<file path="config.mk">
export PLATFORM = sky130hd
export DESIGN_NAME = irq_request_service
export DESIGN_NICKNAME = d
export VERILOG_FILES = /design/src/rtl/irq_req_pkg.sv /design/src/rtl/irq_line_track.sv /design/src/rtl/irq_pend_arb.sv /design/src/rtl/irq_dlv_fsm.sv /design/src/rtl/irq_request_service.sv
export SDC_FILE = /design/constraint.sdc
export NUM_CORES = 1
export LEC_CHECK = 0
export BUFFER_PORTS_ARGS = -buffer_cell sky130_fd_sc_hd__buf_2
export CAP_MARGIN = 40
export CORE_AREA = 5 5 277 279
export CTS_BUF_LIST = sky130_fd_sc_hd__clkbuf_2
export DETAILED_ROUTE_END_ITERATION = 12
export DIE_AREA = 0 0 282 284
export GPL_TIMING_DRIVEN = 1
export SETUP_SLACK_MARGIN = 0.5
export SLEW_MARGIN = 20
export SYNTH_ARGS = -nofsm -noshare
export SYNTH_HDL_FRONTEND = slang
export SYNTH_HIERARCHICAL = 1
export SYNTH_SLANG_ARGS = --single-unit
</file>
<file path="constraint.sdc">
create_clock -name clk -period 4.7 [get_ports clk]
set_input_delay 0.235 -clock clk [delete_from_list [all_inputs] [get_ports clk]]
set_output_delay 0.235 -clock clk [all_outputs]
set_load 0.02 [all_outputs]
</file>
<file path="src/rtl/irq_req_pkg.sv">
package irq_req_pkg;
  localparam int VEC_W   = 8;
  localparam int DEST_W  = 8;
  localparam int MODE_W  = 3;
  localparam int ENTRY_W = DEST_W + 3 + MODE_W + VEC_W;

  // bit layout: dest[21:14] mask[13] trig_lvl[12] dmode[11] mode[10:8] vector[7:0]
  typedef struct packed {
    logic [DEST_W-1:0] dest;
    logic              mask;
    logic              trig_lvl;
    logic              dmode;
    logic [MODE_W-1:0] mode;
    logic [VEC_W-1:0]  vector;
  } rte_t;

  typedef enum logic { S_IDLE = 1'b0, S_SEND = 1'b1 } dlv_state_t;

  function automatic rte_t rte_unpack(input logic [ENTRY_W-1:0] raw);
    return rte_t'(raw);
  endfunction

  function automatic logic svc_refused(input rte_t e, input logic rirr);
    return e.mask | (e.trig_lvl & rirr);
  endfunction
endpackage

</file>
<file path="src/rtl/irq_line_track.sv">
module irq_line_track #(
  parameter int NPINS = 24,
  parameter int DPIN  = 8
) (
  input  logic             clk,
  input  logic             rst_n,
  input  logic [NPINS-1:0] line_set,
  input  logic [NPINS-1:0] line_clr,
  input  logic [NPINS-1:0] svc_req,
  input  logic [NPINS-1:0] trig_lvl,
  input  logic [NPINS-1:0] edge_done,
  input  logic             dpin_busy,
  output logic [NPINS-1:0] irr_q,
  output logic [NPINS-1:0] dlvd_q,
  output logic [NPINS-1:0] line_req,
  output logic [NPINS-1:0] new_req
);
  for (genvar i = 0; i < NPINS; i++) begin : g_pin
    logic supp, ev, irr_r, dlvd_r;
    assign supp        = (i == DPIN) && dpin_busy;
    assign ev          = line_set[i] & ~line_clr[i] & ~supp;
    assign line_req[i] = ev & (trig_lvl[i] | ~irr_r);
    assign new_req[i]  = line_req[i] | (svc_req[i] & irr_r);
    assign irr_q[i]    = irr_r;
    assign dlvd_q[i]   = dlvd_r;

    always_ff @(posedge clk or negedge rst_n) begin
      if (!rst_n) begin
        irr_r  <= 1'b0;
        dlvd_r <= 1'b0;
      end else begin
        irr_r  <= (irr_r & ~line_clr[i]) | ev;
        dlvd_r <= (dlvd_r | edge_done[i]) & ~(ev & ~trig_lvl[i]);
      end
    end
  end
endmodule

</file>
<file path="src/rtl/irq_pend_arb.sv">
module irq_pend_arb #(
  parameter int NPINS = 24,
  parameter int DPIN  = 8,
  parameter int PIN_W = 5
) (
  input  logic             clk,
  input  logic             rst_n,
  input  logic [NPINS-1:0] new_req,
  input  logic             line_req_dpin,
  input  logic             idle,
  output logic [NPINS-1:0] grant,
  output logic [PIN_W-1:0] grant_pin,
  output logic             grant_any,
  output logic             grant_line
);
  logic [NPINS-1:0] pend_q;
  logic             pl_q;
  logic             found;

  always_comb begin
    grant_pin = '0;
    found     = 1'b0;
    for (int i = NPINS - 1; i >= 0; i--) begin
      if (pend_q[i]) begin
        grant_pin = PIN_W'(i);
        found     = 1'b1;
      end
    end
  end

  assign grant_any  = idle & found;
  assign grant      = grant_any ? (NPINS'(1) << grant_pin) : '0;
  assign grant_line = pl_q && (grant_pin == PIN_W'(DPIN));

  always_ff @(posedge clk or negedge rst_n) begin
    if (!rst_n) begin
      pend_q <= '0;
      pl_q   <= 1'b0;
    end else begin
      pend_q <= (pend_q & ~grant) | new_req;
      pl_q   <= (pl_q & ~grant[DPIN]) | line_req_dpin;
    end
  end
endmodule

</file>
<file path="src/rtl/irq_dlv_fsm.sv">
module irq_dlv_fsm
  import irq_req_pkg::*;
#(
  parameter int NPINS = 24,
  parameter int PIN_W = 5,
  parameter int CNT_W = 8
) (
  input  logic                     clk,
  input  logic                     rst_n,
  input  logic [NPINS*ENTRY_W-1:0] ent_cfg,
  input  logic                     grant_any,
  input  logic [PIN_W-1:0]         grant_pin,
  input  logic                     grant_line,
  input  logic                     dlv_ready,
  input  logic [CNT_W-1:0]         dlv_accepted,
  input  logic [NPINS-1:0]         rirr_clr,
  input  logic                     ack_dec,
  output logic                     idle,
  output rte_t                     cur_e,
  output logic                     dlv_valid,
  output logic [NPINS-1:0]         rirr_q,
  output logic [CNT_W-1:0]         cnt_q,
  output logic [NPINS-1:0]         edge_done,
  output logic                     cnt_load,
  output logic                     refuse_fire
);
  rte_t             ent_arr [NPINS];
  rte_t             gsel;
  dlv_state_t       state;
  logic [PIN_W-1:0] cur_pin;
  logic             cur_line;
  logic             launch, finish;
  logic [NPINS-1:0] cur_hot, rirr_set, ent_lvl;

  for (genvar i = 0; i < NPINS; i++) begin : g_ent
    assign ent_arr[i] = rte_unpack(ent_cfg[i*ENTRY_W +: ENTRY_W]);
    assign ent_lvl[i] = ent_arr[i].trig_lvl;
  end

  assign gsel        = ent_arr[grant_pin];
  assign refuse_fire = grant_any & svc_refused(gsel, rirr_q[grant_pin]);
  assign launch      = grant_any & ~refuse_fire;
  assign idle        = (state == S_IDLE);
  assign dlv_valid   = (state == S_SEND);
  assign finish      = dlv_valid & dlv_ready;
  assign cur_hot     = NPINS'(1) << cur_pin;
  assign edge_done   = (finish && !cur_e.trig_lvl) ? cur_hot : '0;
  assign rirr_set    = (finish && cur_e.trig_lvl && dlv_accepted != '0) ? cur_hot : '0;
  assign cnt_load    = finish & cur_line;

  always_ff @(posedge clk or negedge rst_n) begin
    if (!rst_n) begin
      state    <= S_IDLE;
      cur_e    <= '0;
      cur_pin  <= '0;
      cur_line <= 1'b0;
      rirr_q   <= '0;
      cnt_q    <= '0;
    end else begin
      if (launch) begin
        state    <= S_SEND;
        cur_e    <= gsel;
        cur_pin  <= grant_pin;
        cur_line <= grant_line;
      end else if (finish) begin
        state <= S_IDLE;
      end
      rirr_q <= rirr_set | (rirr_q & ~rirr_clr & ent_lvl);
      if (cnt_load)
        cnt_q <= dlv_accepted;
      else if (ack_dec && cnt_q != '0)
        cnt_q <= cnt_q - 1'b1;
    end
  end
endmodule

</file>
<file path="src/rtl/irq_request_service.sv">
module irq_request_service
  import irq_req_pkg::*;
#(
  parameter int NPINS = 24,
  parameter int DPIN  = 8,
  parameter int CNT_W = 8
) (
  input  logic                     clk,
  input  logic                     rst_n,
  input  logic [NPINS-1:0]         line_set,
  input  logic [NPINS-1:0]         line_clr,
  input  logic [NPINS-1:0]         svc_req,
  input  logic [NPINS-1:0]         rirr_clr,
  input  logic [NPINS*ENTRY_W-1:0] ent_cfg,
  input  logic                     ack_dec,
  input  logic                     dlv_ready,
  input  logic [CNT_W-1:0]         dlv_accepted,
  output logic                     dlv_valid,
  output logic [VEC_W-1:0]         dlv_vector,
  output logic [DEST_W-1:0]        dlv_dest,
  output logic                     dlv_dmode,
  output logic                     dlv_trig,
  output logic [MODE_W-1:0]        dlv_mode,
  output logic                     dlv_level,
  output logic [NPINS-1:0]         irr_status,
  output logic [NPINS-1:0]         rirr_status,
  output logic [CNT_W-1:0]         pend_cnt
);
  localparam int PIN_W = (NPINS > 1) ? $clog2(NPINS) : 1;

  logic [NPINS-1:0] trig_lvl, edge_done, irr_q, dlvd_q, line_req, new_req, grant_w;
  logic [PIN_W-1:0] grant_pin;
  logic             grant_any, grant_line, idle, cnt_load, refuse_fire;
  rte_t             cur_e;

  for (genvar i = 0; i < NPINS; i++) begin : g_trig
    assign trig_lvl[i] = ent_cfg[i*ENTRY_W + 12];
  end

  irq_line_track #(.NPINS(NPINS), .DPIN(DPIN)) u_line (
    .clk(clk), .rst_n(rst_n), .line_set(line_set), .line_clr(line_clr),
    .svc_req(svc_req), .trig_lvl(trig_lvl), .edge_done(edge_done),
    .dpin_busy(pend_cnt != '0), .irr_q(irr_q), .dlvd_q(dlvd_q),
    .line_req(line_req), .new_req(new_req)
  );

  irq_pend_arb #(.NPINS(NPINS), .DPIN(DPIN), .PIN_W(PIN_W)) u_arb (
    .clk(clk), .rst_n(rst_n), .new_req(new_req), .line_req_dpin(line_req[DPIN]),
    .idle(idle), .grant(grant_w), .grant_pin(grant_pin), .grant_any(grant_any),
    .grant_line(grant_line)
  );

  irq_dlv_fsm #(.NPINS(NPINS), .PIN_W(PIN_W), .CNT_W(CNT_W)) u_fsm (
    .clk(clk), .rst_n(rst_n), .ent_cfg(ent_cfg), .grant_any(grant_any),
    .grant_pin(grant_pin), .grant_line(grant_line), .dlv_ready(dlv_ready),
    .dlv_accepted(dlv_accepted), .rirr_clr(rirr_clr), .ack_dec(ack_dec),
    .idle(idle), .cur_e(cur_e), .dlv_valid(dlv_valid), .rirr_q(rirr_status),
    .cnt_q(pend_cnt), .edge_done(edge_done), .cnt_load(cnt_load),
    .refuse_fire(refuse_fire)
  );

  assign dlv_vector = cur_e.vector;
  assign dlv_dest   = cur_e.dest;
  assign dlv_dmode  = cur_e.dmode;
  assign dlv_trig   = cur_e.trig_lvl;
  assign dlv_mode   = cur_e.mode;
  assign dlv_level  = 1'b1;
  assign irr_status = irr_q & ~dlvd_q;
endmodule

</file>
==> flow_results.org, run 1 <==
** Placement
- Detailed placement ended at an HPWL of between 70000 and 80000 microns.
- Total of buffers placed on input and output ports :: 713
- Placer congestion estimate :: 0.9924

** Clock tree
- Number of gates resized after cts :: 0
- Clock Path Buffers :: 2
- Number of buffers created by CTS :: 17
- Post-CTS Setup Bufs :: 0
- The H-tree was split into 4 levels.
- The tree is rooted in a sky130_fd_sc_hd__clkbuf_2.
- In this run, post-CTS hold repair placed 537 buffers.

** Outcome
- Status :: did not finish
- Error text reported by the tool :: [ERROR RSZ-0060] Max buffer count reached.
- The flow stopped in clock tree synthesis (4_1_cts).

** Synthesis
- Mapped Area :: 11170 sq um
- The number of nets in the synthesized netlist is between 1500 and 2000.
- In the synthesized netlist, the number of instances is approximately 1000.
- Averaged over all synthesized cells, the footprint is between 10 and 15 sq um.
- Warnings, synthesis :: 6

** Floorplan
- between 700 and 800 I/O pins were placed.
- Row cnt :: 100
- Overall die height :: around 280 microns
- The initial utilization of the core area, before any placement, comes to ~15%.
- The die is between 200 and 300 microns wide.
==> through the flow <==
step                hold WS (ns)  cells  setup WS (ns)  area (sq um)  utilization, %
floorplan               -0.06059   1041          1.195         11170               -
global placement          0.3323   2641         0.4854         15480           20.94
detailed placement        0.3312   2647         0.6562         15580           21.07
==> run 2: changes to the inputs <==
--- a/config.mk
+++ b/config.mk
@@ -7,12 +7,11 @@
 export LEC_CHECK = 0
 export BUFFER_PORTS_ARGS = -buffer_cell sky130_fd_sc_hd__buf_2
 export CAP_MARGIN = 40
-export CORE_AREA = 5 5 277 279
-export CTS_BUF_LIST = sky130_fd_sc_hd__clkbuf_2
+export CORE_AREA = 5 5 276 278
 export DETAILED_ROUTE_END_ITERATION = 12
-export DIE_AREA = 0 0 282 284
+export DIE_AREA = 0 0 281 283
 export GPL_TIMING_DRIVEN = 1
-export SETUP_SLACK_MARGIN = 0.5
+export PLACE_DENSITY_LB_ADDON = 0.15
 export SLEW_MARGIN = 20
 export SYNTH_ARGS = -nofsm -noshare
 export SYNTH_HDL_FRONTEND = slang
==> run 2 against run 1 <==
  * The run now ends clean
  * Synthesized cell count did not move
  * Area after synthesis did not move
==> flow_results.org, run 2 <==
** Outcome
- The run finished with clean final reports.

** Synthesis
- The count of synthesis-stage warnings from yosys is 6 (unchanged).
- Synthesized netlist net count :: 1679 (unchanged)
- Per-instance average area after synthesis :: 10.73 sq um (unchanged)
- Cells after Synth :: 1041 (unchanged)
- Mapped Area :: 11170 sq um (unchanged)

** Finish
- Top library cells by usage in the layout, fill and taps aside :: sky130_fd_sc_hd__buf_2, sky130_fd_sc_hd__dfrtp_1, sky130_fd_sc_hd__mux4_2, sky130_fd_sc_hd__nor2_1, sky130_fd_sc_hd__dlygate4sd3_1
- Of the cells placed in the final design, the portion with a size suffix greater than 1 is between 50% and 60%.
- The final layout contains ~2400 nets.
- From synthesis to final layout, the design area changed by 52.15%.
- Cells fill 23.05% of the core in the end.
- Most common cell after layout, fill and taps aside :: sky130_fd_sc_hd__buf_2

** Floorplan
- The number of primary I/O pins is 715 (unchanged).
- Starting density of the core :: 15.15% (+0.051 points)
- The die covers 79520 sq um.
- Chip Width :: 281 microns (-0.35%)
- Row cnt :: 100 (unchanged)
- The total area inside the core boundary comes to 73700 sq um.
- Overall die height :: 283 microns (-0.35%)

** Power and ir drop
- In this run the power spent charging and discharging nets is approximately 3100 uW.
- VDD sags by at most approximately 300 uV.
- Power spread over the standard cell area amounts to between 400 and 500 nW/um^2.
- Sequential fraction of design power :: between 20% and 30%
- The clock network accounts for 19.0% of the total power.
- Switching fraction of total power :: 43.85%
- Per report_power, the combinational group accounts for around three fifths of the total.
- In this run the static leakage power is approximately 0.0075 uW.
- Internal power summed over all cells :: 3923 uW

** Global route
- Via count of the first global-routing pass :: between 10000 and 15000
- Largest net degree at the start of global routing :: between 60 and 70
- The initial antenna violation count is 55.
- Global-route wire length before repair :: 108500 microns
- The total overflow left after global routing is 0.
- Global routing consumed, over all layers together, 19.73% of the routing resources.

** Setup path
- In this run the critical register-to-register path is launched from u_arb/pend_q[9].
- In this run the worst setup path begins at u_arb/pend_q[9].
- Crit end category :: register
- The most critical setup path has its endpoint at u_fsm/cur_e[5].
- Startpoint Class :: register
- Required time at the worst-slack endpoint :: approximately 5 ns
- The number of cells on the worst reg-to-reg path is 12.
- Of all nets on the critical path, the largest fanout is 34.
- The critical path is of the reg -> reg type.
- Worst R2R End :: u_fsm/cur_e[5]
- Critical path arrival :: between 4 and 5 ns
- In this run the register-to-register setup slack is 0.61 ns.

** Clock tree
- Clock tree sinks :: 133
- CTS tree :: yes
- The root buffer cell chosen for the clock tree is sky130_fd_sc_hd__clkbuf_16.
- Worst skew pair latency :: ~0.48 ns
- Number of buffers created by CTS :: 17 (unchanged)
- Clock Path Buffers :: 2 (unchanged)
- The number of levels the H-tree was split into is 4 (unchanged).
- Post-CTS clock slew at the launch and capture registers of the worst setup and hold paths :: 0.07 ns
- Post-CTS Setup Bufs :: 0 (unchanged)

** Min path
- Class of the worst hold path :: in -> reg

** STA
- In the finished design, the share of the clock period the worst path needs comes to 86.96%.
- Setup repair after global routing left no endpoint under its margin.
- Across all setup checks in the final design, the least slack found is about 0.61 ns.
- Tightest Pin Transition :: around 0.87 ns
- Clock skew on the completed layout was measured at ~0.011 ns.
- Counting I/O delays and the setup requirement, the final critical path takes around 4.1 ns.
- Max Fclk :: ~240 MHz
- The hold violation total from the final report came to 0.
- Summed over all failing endpoints, the final setup total negative slack is 0 ns.
- Endpoints failing setup :: 0
- Slew Viols, Final :: 0
- Slew headroom :: around two fifths

** Route
- The detailed router finished its first iteration with around 850 violations.
- Via density :: approximately 4.5
- Number of iterations in the first detailed-routing pass :: 4
- After detailed routing, the total wire length is between 80000 and 90000 microns.
- For this run, design rule violations remaining after detail routing come to 0.
- After detailed routing, the average wire length per cell comes to just under 30 microns.
- Detailed routing inserted a total of about 12000 vias.
- In this run the remaining antenna-violating nets after routing total 0.

** Job
- # Max-Cap Violations :: 0

** Placement
- Half-perimeter wire length of the detailed placement result :: 70190 microns (-0.94%)
- The total of buffers placed on input and output ports is 713 (unchanged).
- Placer congestion estimate :: 1.051 (+5.9%)
- Pre-CTS setup slack :: 0.6490 ns (-0.007173 ns)
-- run 2: repair_timing --
item,4_1_cts,5_1_grt
endpoints found under the setup margin,0,0
hold buffers,88,0
gates resized for setup,0,0
hold endpoints to repair,145,0
-- run 2: cell type report --
class	count	area (sq um)
Inverter	25	111.4
Timing Repair Buffer	823	4691
Sequential cell	133	3328
Fill cell	8144	56710
Antenna cell	22	55.05
Clock buffer	19	442.9
Multi-Input combinational cell	775	7049
Tap cell	969	1212
Clock inverter	13	98.84
-- run 2: power groups by stage --
stage,Combinational [uW],Sequential [uW],Clock (uW)
4_1_cts,4130,1580,1400
5_1_grt,4330,1610,1440
3_3_place_gp,4040,1600,0
2_1_floorplan,2550,1670,0
3_5_place_dp,4050,1600,0
6_report,4080,1580,1330
-- run 2: worst max-delay path, cell delays in order (launching register included) --
cell and delay [ns]:
sky130_fd_sc_hd__dfrtp_1 0.41, sky130_fd_sc_hd__nor2_2 0.20, sky130_fd_sc_hd__o31ai_1 0.11, sky130_fd_sc_hd__a211o_1 0.33, sky130_fd_sc_hd__or2_1 0.30, sky130_fd_sc_hd__inv_6 0.35, sky130_fd_sc_hd__nor2b_1 0.21, sky130_fd_sc_hd__a221oi_1 0.14
sky130_fd_sc_hd__a2111oi_0 0.82, sky130_fd_sc_hd__nand4b_4 0.30, sky130_fd_sc_hd__o21a_2 0.15, sky130_fd_sc_hd__buf_12 0.22, sky130_fd_sc_hd__mux2_2 0.37
-- run 2: routing by layer --
metal | part of all wire [%] | track usage (%) | vias up
li1 | - | - | 5443
met1 | 40 | 23.43 | 6191
met2 | 48 | 32.30 | 599
met3 | 9.4 | 9.024 | 111
met4 | 2.4 | 5.423 | 32
met5 | 0.23 | 0 | -
-- run 2: how the worst min path moves through the flow --
stage                             from                      to  slack (ns)  depth (start not counted)
after floorplan                  rst_n         u_arb/pend_q[0]       -0.06                          0
after global placement           rst_n   u_line/g_pin[4].irr_r        0.40                          1
after detailed placement         rst_n   u_line/g_pin[4].irr_r        0.15                          1
after CTS                  ent_cfg[12]  u_line/g_pin[0].dlvd_r      0.0002                          2
after global routing      ent_cfg[100]  u_line/g_pin[4].dlvd_r        0.02                          2
final                      ent_cfg[12]  u_line/g_pin[0].dlvd_r        0.05                          2
-- run 2: through the flow --
stage | total power [uW] | cell area (sq um) | instances | hold WS [ns]
floorplan | 4216 | 11170 | 1041 | -0.06059
global placement | 5640 | 15450 | 2632 | 0.3966
detailed placement | 5647 | 15510 | 2637 | 0.1500
CTS | 7110 | 16930 | 2757 | 0.0001704
global route | 7370 | 16950 | 2765 | 0.02142
finish | 6986 | 16990 | 2779 | 0.04989
Power figures use the tool's default switching activity.
